## config.mk

```make
export PLATFORM = sky130hd
export DESIGN_NAME = gecc_unit
export DESIGN_NICKNAME = d
export VERILOG_FILES = /design/src/rtl/gecc_pkg.sv /design/src/rtl/gecc_encode.sv /design/src/rtl/gecc_decode.sv /design/src/rtl/gecc_wear.sv /design/src/rtl/gecc_unit.sv
export SDC_FILE = /design/constraint.sdc
export NUM_CORES = 2
export LEC_CHECK = 0
export BUFFER_PORTS_ARGS = -buffer_cell sky130_fd_sc_hd__clkbuf_2
export CAP_MARGIN = 30
export CORE_MARGIN = 5
export CORE_UTILIZATION = 45
export DETAILED_ROUTE_END_ITERATION = 7
export SLEW_MARGIN = 20
export SYNTH_ARGS = -nofsm -noshare
export SYNTH_HDL_FRONTEND = slang
export SYNTH_SLANG_ARGS = --single-unit
export TNS_END_PERCENT = 30
```

## constraint.sdc

```tcl
create_clock -name clk -period 4.25 [get_ports clk]
set_input_delay 0.2125 -clock clk [delete_from_list [all_inputs] [get_ports clk]]
set_output_delay 0.2125 -clock clk [all_outputs]
set_load 0.02 [all_outputs]
```

## src/rtl/gecc_pkg.sv

```systemverilog
package gecc_pkg;

    localparam int GECC_DW = 32;
    localparam int GECC_KW = 6;
    localparam int GECC_CW = GECC_DW + GECC_KW;

    typedef enum logic [1:0] {
        ST_IDLE = 2'd0,
        ST_READ = 2'd1,
        ST_DEC  = 2'd2
    } gecc_st_e;

    // Hamming position (1..38) held by data bit idx; powers of two are check slots
    function automatic int gecc_dpos(input int idx);
        int n;
        int p;
        n = 0;
        p = 0;
        for (int q = 1; q <= GECC_CW; q++) begin
            if ((q & (q - 1)) != 0) begin
                if (n == idx) p = q;
                n++;
            end
        end
        return p;
    endfunction

    function automatic logic [GECC_KW-1:0] gecc_check(input logic [GECC_DW-1:0] d);
        logic [GECC_KW-1:0] c;
        int p;
        c = '0;
        for (int i = 0; i < GECC_DW; i++) begin
            p = gecc_dpos(i);
            if (d[i]) c = c ^ p[GECC_KW-1:0];
        end
        return c;
    endfunction

endpackage

```

## src/rtl/gecc_encode.sv

```systemverilog
module gecc_encode
    import gecc_pkg::*;
(
    input  logic [GECC_DW-1:0] data_i,
    output logic [GECC_CW-1:0] cw_o
);

    always_comb begin
        cw_o = {gecc_check(data_i), data_i};
    end

endmodule

```

## src/rtl/gecc_decode.sv

```systemverilog
module gecc_decode
    import gecc_pkg::*;
(
    input  logic [GECC_CW-1:0] cw_i,
    output logic [GECC_DW-1:0] data_o,
    output logic               err_o
);

    logic [GECC_KW-1:0] syn;

    always_comb begin
        syn    = gecc_check(cw_i[GECC_DW-1:0]) ^ cw_i[GECC_CW-1:GECC_DW];
        data_o = cw_i[GECC_DW-1:0];
        for (int i = 0; i < GECC_DW; i++) begin
            if (syn == GECC_KW'(gecc_dpos(i))) data_o[i] = ~cw_i[i];
        end
        err_o = |syn;
    end

endmodule

```

## src/rtl/gecc_wear.sv

```systemverilog
module gecc_wear #(
    parameter int NGRP  = 64,
    parameter int GRP_W = 6,
    parameter int CNT_W = 16
) (
    input  logic             clk,
    input  logic             rst_n,
    input  logic             bump_i,
    input  logic [GRP_W-1:0] grp_i,
    output logic [CNT_W-1:0] next_o
);

    localparam logic [CNT_W-1:0] CNT_MAX = '1;

    logic [CNT_W-1:0] cnt_q [NGRP];
    logic [CNT_W-1:0] cur;

    always_comb begin
        cur    = cnt_q[grp_i];
        next_o = (cur == CNT_MAX) ? cur : cur + 1'b1;
    end

    for (genvar g = 0; g < NGRP; g++) begin : g_cnt
        logic [CNT_W-1:0] cnt_d;

        always_comb begin
            cnt_d = cnt_q[g];
            if (bump_i && (grp_i == GRP_W'(g))) cnt_d = next_o;
        end

        always_ff @(posedge clk) begin
            if (!rst_n) cnt_q[g] <= '0;
            else        cnt_q[g] <= cnt_d;
        end

        AST_WEAR_SATURATE: assert property (@(posedge clk) disable iff (!rst_n)
            (cnt_q[g] == CNT_MAX) |=> (cnt_q[g] == CNT_MAX));
        AST_WEAR_STEP: assert property (@(posedge clk) disable iff (!rst_n)
            !$stable(cnt_q[g]) |-> (cnt_q[g] == CNT_W'($past(cnt_q[g]) + 1'b1)));
    end

endmodule

```

## src/rtl/gecc_unit.sv

```systemverilog
module gecc_unit
    import gecc_pkg::*;
#(
    parameter int ADDR_W = 8,
    parameter int CNT_W  = 16
) (
    input  logic                clk,
    input  logic                rst_n,
    input  logic                req_valid,
    output logic                req_ready,
    input  logic                req_write,
    input  logic [ADDR_W-1:0]   req_addr,
    input  logic [3:0]          req_be,
    input  logic [GECC_DW-1:0]  req_wdata,
    output logic                rsp_valid,
    output logic [7:0]          rsp_rdata,
    output logic                rsp_corrected,
    output logic                wr_done,
    output logic [CNT_W-1:0]    wr_count,
    output logic                mem_rd_en,
    output logic                mem_wr_en,
    output logic [ADDR_W-3:0]   mem_addr,
    output logic [GECC_CW-1:0]  mem_wdata,
    input  logic [GECC_CW-1:0]  mem_rdata
);

    localparam int GRP_W = ADDR_W - 2;
    localparam int NGRP  = 1 << GRP_W;

    typedef struct packed {
        gecc_st_e           st;
        logic               wr;
        logic [1:0]         lane;
        logic [3:0]         be;
        logic [GECC_DW-1:0] wdata;
        logic [GRP_W-1:0]   grp;
        logic               rd_en;
        logic               wr_en;
        logic [GECC_CW-1:0] cw;
        logic               rsp_v;
        logic [7:0]         rsp_d;
        logic               corr;
        logic               done;
        logic [CNT_W-1:0]   cnt;
    } regs_t;

    regs_t r_d, r_q;

    logic [GECC_DW-1:0] fix_data;
    logic               fix_err;
    logic [GECC_DW-1:0] merged;
    logic [GECC_CW-1:0] enc_cw;
    logic [CNT_W-1:0]   wear_next;
    logic               wear_bump;

    gecc_decode i_dec (
        .cw_i   (mem_rdata),
        .data_o (fix_data),
        .err_o  (fix_err)
    );

    for (genvar j = 0; j < 4; j++) begin : g_lane
        assign merged[8*j +: 8] = r_q.be[j] ? r_q.wdata[8*j +: 8] : fix_data[8*j +: 8];
    end

    gecc_encode i_enc (
        .data_i (merged),
        .cw_o   (enc_cw)
    );

    assign wear_bump = (r_q.st == ST_DEC) && r_q.wr;

    gecc_wear #(
        .NGRP  (NGRP),
        .GRP_W (GRP_W),
        .CNT_W (CNT_W)
    ) i_wear (
        .clk    (clk),
        .rst_n  (rst_n),
        .bump_i (wear_bump),
        .grp_i  (r_q.grp),
        .next_o (wear_next)
    );

    always_comb begin
        r_d       = r_q;
        r_d.rd_en = 1'b0;
        r_d.wr_en = 1'b0;
        r_d.rsp_v = 1'b0;
        r_d.corr  = 1'b0;
        r_d.done  = 1'b0;
        case (r_q.st)
            ST_IDLE: begin
                if (req_valid) begin
                    r_d.st    = ST_READ;
                    r_d.wr    = req_write;
                    r_d.lane  = req_addr[1:0];
                    r_d.be    = req_be;
                    r_d.wdata = req_wdata;
                    r_d.grp   = req_addr[ADDR_W-1:2];
                    r_d.rd_en = 1'b1;
                end
            end
            ST_READ: r_d.st = ST_DEC;
            ST_DEC: begin
                r_d.st = ST_IDLE;
                if (r_q.wr) begin
                    r_d.cw    = enc_cw;
                    r_d.wr_en = 1'b1;
                    r_d.done  = 1'b1;
                    r_d.cnt   = wear_next;
                end else begin
                    r_d.rsp_v = 1'b1;
                    r_d.rsp_d = fix_data[8*r_q.lane +: 8];
                    r_d.corr  = fix_err;
                end
            end
            default: r_d.st = ST_IDLE;
        endcase
    end

    always_ff @(posedge clk) begin
        if (!rst_n) r_q <= '0;
        else        r_q <= r_d;
    end

    assign req_ready     = (r_q.st == ST_IDLE);
    assign rsp_valid     = r_q.rsp_v;
    assign rsp_rdata     = r_q.rsp_d;
    assign rsp_corrected = r_q.corr;
    assign wr_done       = r_q.done;
    assign wr_count      = r_q.cnt;
    assign mem_rd_en     = r_q.rd_en;
    assign mem_wr_en     = r_q.wr_en;
    assign mem_addr      = r_q.grp;
    assign mem_wdata     = r_q.cw;

    AST_RSP_SINGLE: assert property (@(posedge clk) disable iff (!rst_n)
        rsp_valid |=> !rsp_valid);
    AST_CORR_WITH_RSP: assert property (@(posedge clk) disable iff (!rst_n)
        rsp_corrected |-> rsp_valid);
    AST_WR_FOLLOWS_RD: assert property (@(posedge clk) disable iff (!rst_n)
        mem_wr_en |-> ($past(mem_rd_en, 2) && (mem_addr == $past(mem_addr, 2))));
    AST_DONE_WITH_WR: assert property (@(posedge clk) disable iff (!rst_n)
        wr_done |-> mem_wr_en);
    AST_NO_RD_WR_OVERLAP: assert property (@(posedge clk) disable iff (!rst_n)
        !(mem_rd_en && mem_wr_en));
    AST_ONE_BIT_FIX: assert property (@(posedge clk) disable iff (!rst_n)
        (r_q.st == ST_DEC) |-> ($countones(fix_data ^ mem_rdata[GECC_DW-1:0]) <= 1));

endmodule

```

---- Yosys cells after proc, flatten, opt, wreduce, memory -nomap -nowiden ----
Memories as Yosys holds them, arrays and structs flattened. A register that Yosys moved wholly into a read port is not among the register bits.
Cells that the tools add are included.
operators by class
  bitwise logic cells ..................... 162
  muxes and demuxes ....................... 238
  equal/unequal tests ..................... 163
  reduce and logical (&&, ||, !) cells .... 138
  shifts and indexed selects .............. 1
  add/subtract/negate cells ............... 1
operators by type and width
  operator              number
  $mux W16              129
  $eq A6 B6 Y1 const B  38
  $eq A6 B5 Y1 const B  31
  $mux W5               30
  $reduce_and A2 Y1     69
  $eq A6 B4 Y1 const B  15
  $mux W6               14
  $not A3 Y3            26
  $logic_and A1 B1 Y1   65
  $ne A1 B1 Y1 const B  64
  $or A1 B1 Y1          64
  $mux W4               14
  $mux W48              1
  $not A2 Y2            22
  $eq A6 B3 Y1 const B  7
  $not A4 Y4            10
  $mux W39              1
  $not A1 Y1            35
  $mux W1               34
  $mux W8               4
  $shiftx A32 B6 Y8     1
  $eq A6 B2 Y1 const B  3
  $mux W3               6
  $mux W17              1
  16 further kinds      19
storage, ports and cells
  bits in writable memories ............... 1024
  memories kept ........................... 1
  output and inout bits ................... 74
  word-level logic and storage cells ...... 718
  register bits ........................... 114
memories
  name          words  bits a word  read ports  clocked after memory_dff  write ports  RTL line         source
  i_wear.cnt_q  64     16           1           1                         64           gecc_wear.sv:15  logic [CNT_W-1:0] cnt_q [NGRP];

---- Logic depth before layout (Yosys ltp) ----
  word-level depth ........................ 131
  mapped depth ............................ 22
  depth with buffers taken out ............ 12

---- By module ----
A second synthesis with hierarchy kept.
unflattened totals
  cell total of the unflattened synthesis .. 3927
  area total of the unflattened synthesis .. 52665.5 um^2
by module, submodules not included
  module       cells an instance  area an instance (um^2)  times used
  gecc_wear    3117               45273.4                  1
  gecc_unit    589                5270.1                   1
  gecc_decode  135                1338.8                   1
  gecc_encode  86                 783.3                    1

---- Least setup slack after synthesis ----
No wires, ideal clock.
  kind .................................... reg2reg
  start ................................... reg with a tool-made name
  end ..................................... mem i_wear.cnt_q[33][11], data pin
  required time ........................... 3.984 ns
  library setup time ...................... 0.266 ns
  path slack .............................. -0.365 ns
  data arrival time ....................... 4.349 ns
  stages on the path, launching flop included .. 22
  path through ............................ dfxtp_1 > buf_2 > buf_4 > buf_4 > buf_2 > buf_4 > buf_2 > mux4_2 > a22oi_1 > a21oi_1 > nor3_1 > nor2_1 > ha_1 > and3_1 > and4_1 > buf_2 > nand2b_1 > nor2_1 > xor2_1 > buf_2 > buf_1 > nor2_1
RTL lines
  item              RTL line
  end: declaration  gecc_wear.sv:15

==> metrics.csv <==
stage;metric;value;unit
grt;grt ovf;0;
synthesis;Synthesized Nets;3930;
route;Pre-antenna DRT Iters;7;
synthesis;area share of the largest cell type after synthesis;59.3;%
finish;Final Cell Area;61300;sq um
worst_setup_path;crit path kind;reg -> reg;
finish;Layout Cells excl Fill;5742;
clock_tree;CTS clk-pin slew, worst paths;0.07;ns
sta;Period minus WS final;4.23;ns
floorplanning;Die Area;122000;sq um
sta;Slew Limit Fails;0;
grt;all-layer global routing usage;25.3;%
floorplanning;Starting Density;45.3;%
grt;initial antenna violation count;3;
grt;vias in the first global route;33100;
finish;Area growth syn-to-layout;18.1;%
synthesis;Avg Cell Area, Syn;13.5;sq um
route;initial DRC count;4136;
floorplanning;core area;115000;sq um
worst_setup_path;critical path's top delay family;simple AND/OR/NAND/NOR gates;
worst_setup_path;Crit-path slowest cell;nor2b_1;
grt;first-pass GRT wire length;226;mm
finish;share of layout cells above drive strength 1;26.2;%
worst_setup_path;CP startpoint kind;register;
route;# DRC;0;
worst_hold_path;class of the worst hold path;in -> reg;
finish;Final Util;53.5;%
worst_setup_path;CP Buf/Inv Count;4;
placement;placed cells;5430;
floorplanning;IO Pins;160;
route;DRT antenna net count;0;
sta;skew final;0.0315;ns
power;P per Cell Area;464;nW/um^2
route;via/cell ratio;5.85;
power;Leakage;22.2;nW
placement;count of input and output buffers;159;
worst_setup_path;CP max stage delay;0.77;ns
sta;Final TNS setup;0;ns
synthesis;Distinct cells, synth;63;
placement;routability cong.;0.925;
clock_tree;CTS H-Tree Depth;3;
sta;Hold Slack;-0.0218;ns
route;final WL;158;mm
power;total chip power;28.4;mW
floorplanning;row count;124;
route;routed len/inst;27.6;microns
synthesis;Seq cells post-synth;1143;
finish;NumNets Final;4220;
worst_setup_path;crit path DAT;4.66;ns
synthesis;sequential share of the synthesized area;63.9;%
sta;setup violators final;0;
floorplanning;die width;350;microns
synthesis;top post-synthesis cells by area;edfxtp_1, mux4_2, nor2_1;
clock_tree;CTS tree;yes;
status;run status;finished, violations left;
clock_tree;Clock Sinks;1143;
floorplanning;DIE HEIGHT;350;microns
sta;Slew headroom;31.7;%
grt;largest net degree at the start of global routing;60;
synthesis;cell area after synthesis;51900;sq um
sta;Slew @ Worst Pin;1.02;ns
synthesis;Synth warnings;0;
synthesis;Synth Flop Type;edfxtp_1;
synthesis;EDFF count, synth;1024;
clock_tree;latest clock arrival within the worst-skew pair;0.71;ns
sta;fmax;237;MHz
status;failing checks;hold timing;
flow_run;Max Cap Violations;0;
clock_tree;clock root cell;clkbuf_16;
placement;Area after DPL;56200;sq um
worst_setup_path;Critical Path, Cell by Cell;buf_4 -> nor2b_1 -> a22oi_1 -> a21oi_1 -> nor3_2 -> nor2_1 -> ha_1 -> and3_1 -> and4_4 -> nand2b_4 -> nor2_2 -> buf_4 -> xor2_4 -> buf_8 -> clkbuf_16 -> nor2_1;
synthesis;Synth area leader;edfxtp_1;
route;routed via count;33600;
placement;HPWL after DPL;101;mm
sta;final-report hold violation count;1;
clock_tree;Num CTS Buffers;114;
synthesis;post-synthesis async set-or-reset flop share;0;%
synthesis;Synth Instances;3843;
sta;period utilization;99.5;%
worst_setup_path;Critical Path Fanout Max;18;
clock_tree;Longest Clk Path Bufs;3;
worst_setup_path;critical path required time;4.68;ns
worst_setup_path;Crit. End Element;register;
power;Worst IR Drop VDD;0.000347;V
## final cells by class
class                      instances  area, sq um
fill                            9541        53200
antenna                            3         7.51
tap                             1512         1890
inverter                          14         53.8
multi-input combinational       2289        17200
sequential                      1143        33100
timing repair buffer             571         5160
clock buffer                     146         3050
clock inverter                    64          711
## path summary, 6_finish.rpt
check	start	endpoint	slack (ns)	cells after the start
max	register	i_wear.cnt_q[6][11]$_SDFFCE_PN0P_	0.02	16
min	req_valid	r_q[112]$_SDFFE_PN0P_	-0.02	3
min reg2reg	r_q[89]$_SDFFE_PN0P_	r_q[89]$_SDFFE_PN0P_	0.45	2
max reg2reg	register	i_wear.cnt_q[6][11]$_SDFFCE_PN0P_	0.02	16
## synthesized netlist by cell type, drive strengths merged, types with 3 or more instances
library cell  number
o21a               5
a31oi             17
o311ai             3
nor2            1141
nor3b              3
edfxtp          1024
a21o               3
a21oi            101
nor2b              7
dfxtp            119
and4               4
o31ai             22
inv               12
nand2b            19
o21ai             81
xnor3             24
nand3b             3
and2              15
xnor2             74
mux2              11
mux2i             68
nor4              15
buf              228
o31a              11
nand4             13
xor2              22
mux4             303
a22oi             10
nand2            231
or4                9
nor3              21
clkbuf           169
nand3             16
xor3               4
a211oi            10
and3               6
o22ai              3
## flip-flops by register name, summed over array words and instances, names as in the netlist, named ones only
register and flops:
rsp_rdata 8, rsp_corrected 1, wr_done 1, wr_count 16
i_wear.cnt_q 1024, r_q 41, mem_wdata 38, rsp_valid 1
mem_rd_en 1, mem_addr 6
## repair_timing
action | CTS | global route
buffers inserted | 2 | 37
gates resized for setup | 8 | 24
pin swaps | 0 | 2
setup endpoints to repair | 61 | 601
endpoints found under the hold margin | 57 | 0
hold buffers | 46 | 0
cloned | 3 | 10
## metal layers
layer	vias to the layer above	wire [microns]	GRT usage (%)
met5	-	42	0.270
met4	2	6680	9.78
met3	287	15500	5.24
met2	1798	75300	40.9
met1	17100	60800	34.1
li1	14400	-	-
## logic make-up (layout without fill, tap and decap cells)
logic type | Yosys count | count (layout) | share of synthesized area, %
fa+ha+maj | 1 | 1 | 0.0241
other cells | 0 | 3 | 0
flops | 1143 | 1143 | 63.9
simple gates | 1509 | 1509 | 11.6
compound gates | 273 | 273 | 3.13
mux | 382 | 382 | 14.7
buf+inv | 411 | 795 | 3.78
xor+xnor | 124 | 124 | 2.90
## power by group
group	internal [mW]	switching (mW)	total, mW
combinational	2.21	3.25	5.46
clock	5.91	4.36	10.3
sequential	12.6	0.136	12.7
total	20.7	7.74	28.4
## metrics by stage
| step | hold slack (ns) | setup WS (ns) |
|---|---|---|
| floorplan | 0.348 | -0.0296 |
| finish | -0.0218 | 0.0220 |
| global placement | 0.438 | -0.345 |
| CTS | 0.0834 | 0.000320 |
| global route | 0.0372 | -0.0329 |
| detailed placement | 0.442 | -0.381 |
## worst reg2reg max path: cells and delay by family (launching register included)
family / cells / cell delay, ns
XOR/XNOR: 1 / 0.18
buffers and inverters: 4 / 0.85
AO/OA/AOI/OAI: 2 / 0.54
flip-flops: 1 / 0.41
adder cells (fa/ha/maj): 1 / 0.19
AND/OR/NAND/NOR: 8 / 1.79
## cells in the final DEF, fill, tap and decap left out, types with 19 or more instances in the layout
master and n:
mux2i_1 63, xnor2_1 65, clkinv_1 22, dfxtp_1 115, clkinv_2 19, mux4_2 303, buf_4 271, o31ai_1 20
nor2_1 1138, edfxtp_1 1024, xnor3_1 21, o21ai_2 47, buf_12 55, clkbuf_2 158, nand2_1 230, nor3_1 20
clkbuf_16 126, dlygate4sd3_1 46, clkbuf_1 28, a21oi_1 100
No activity file was read; power rests on OpenSTA's default activity.
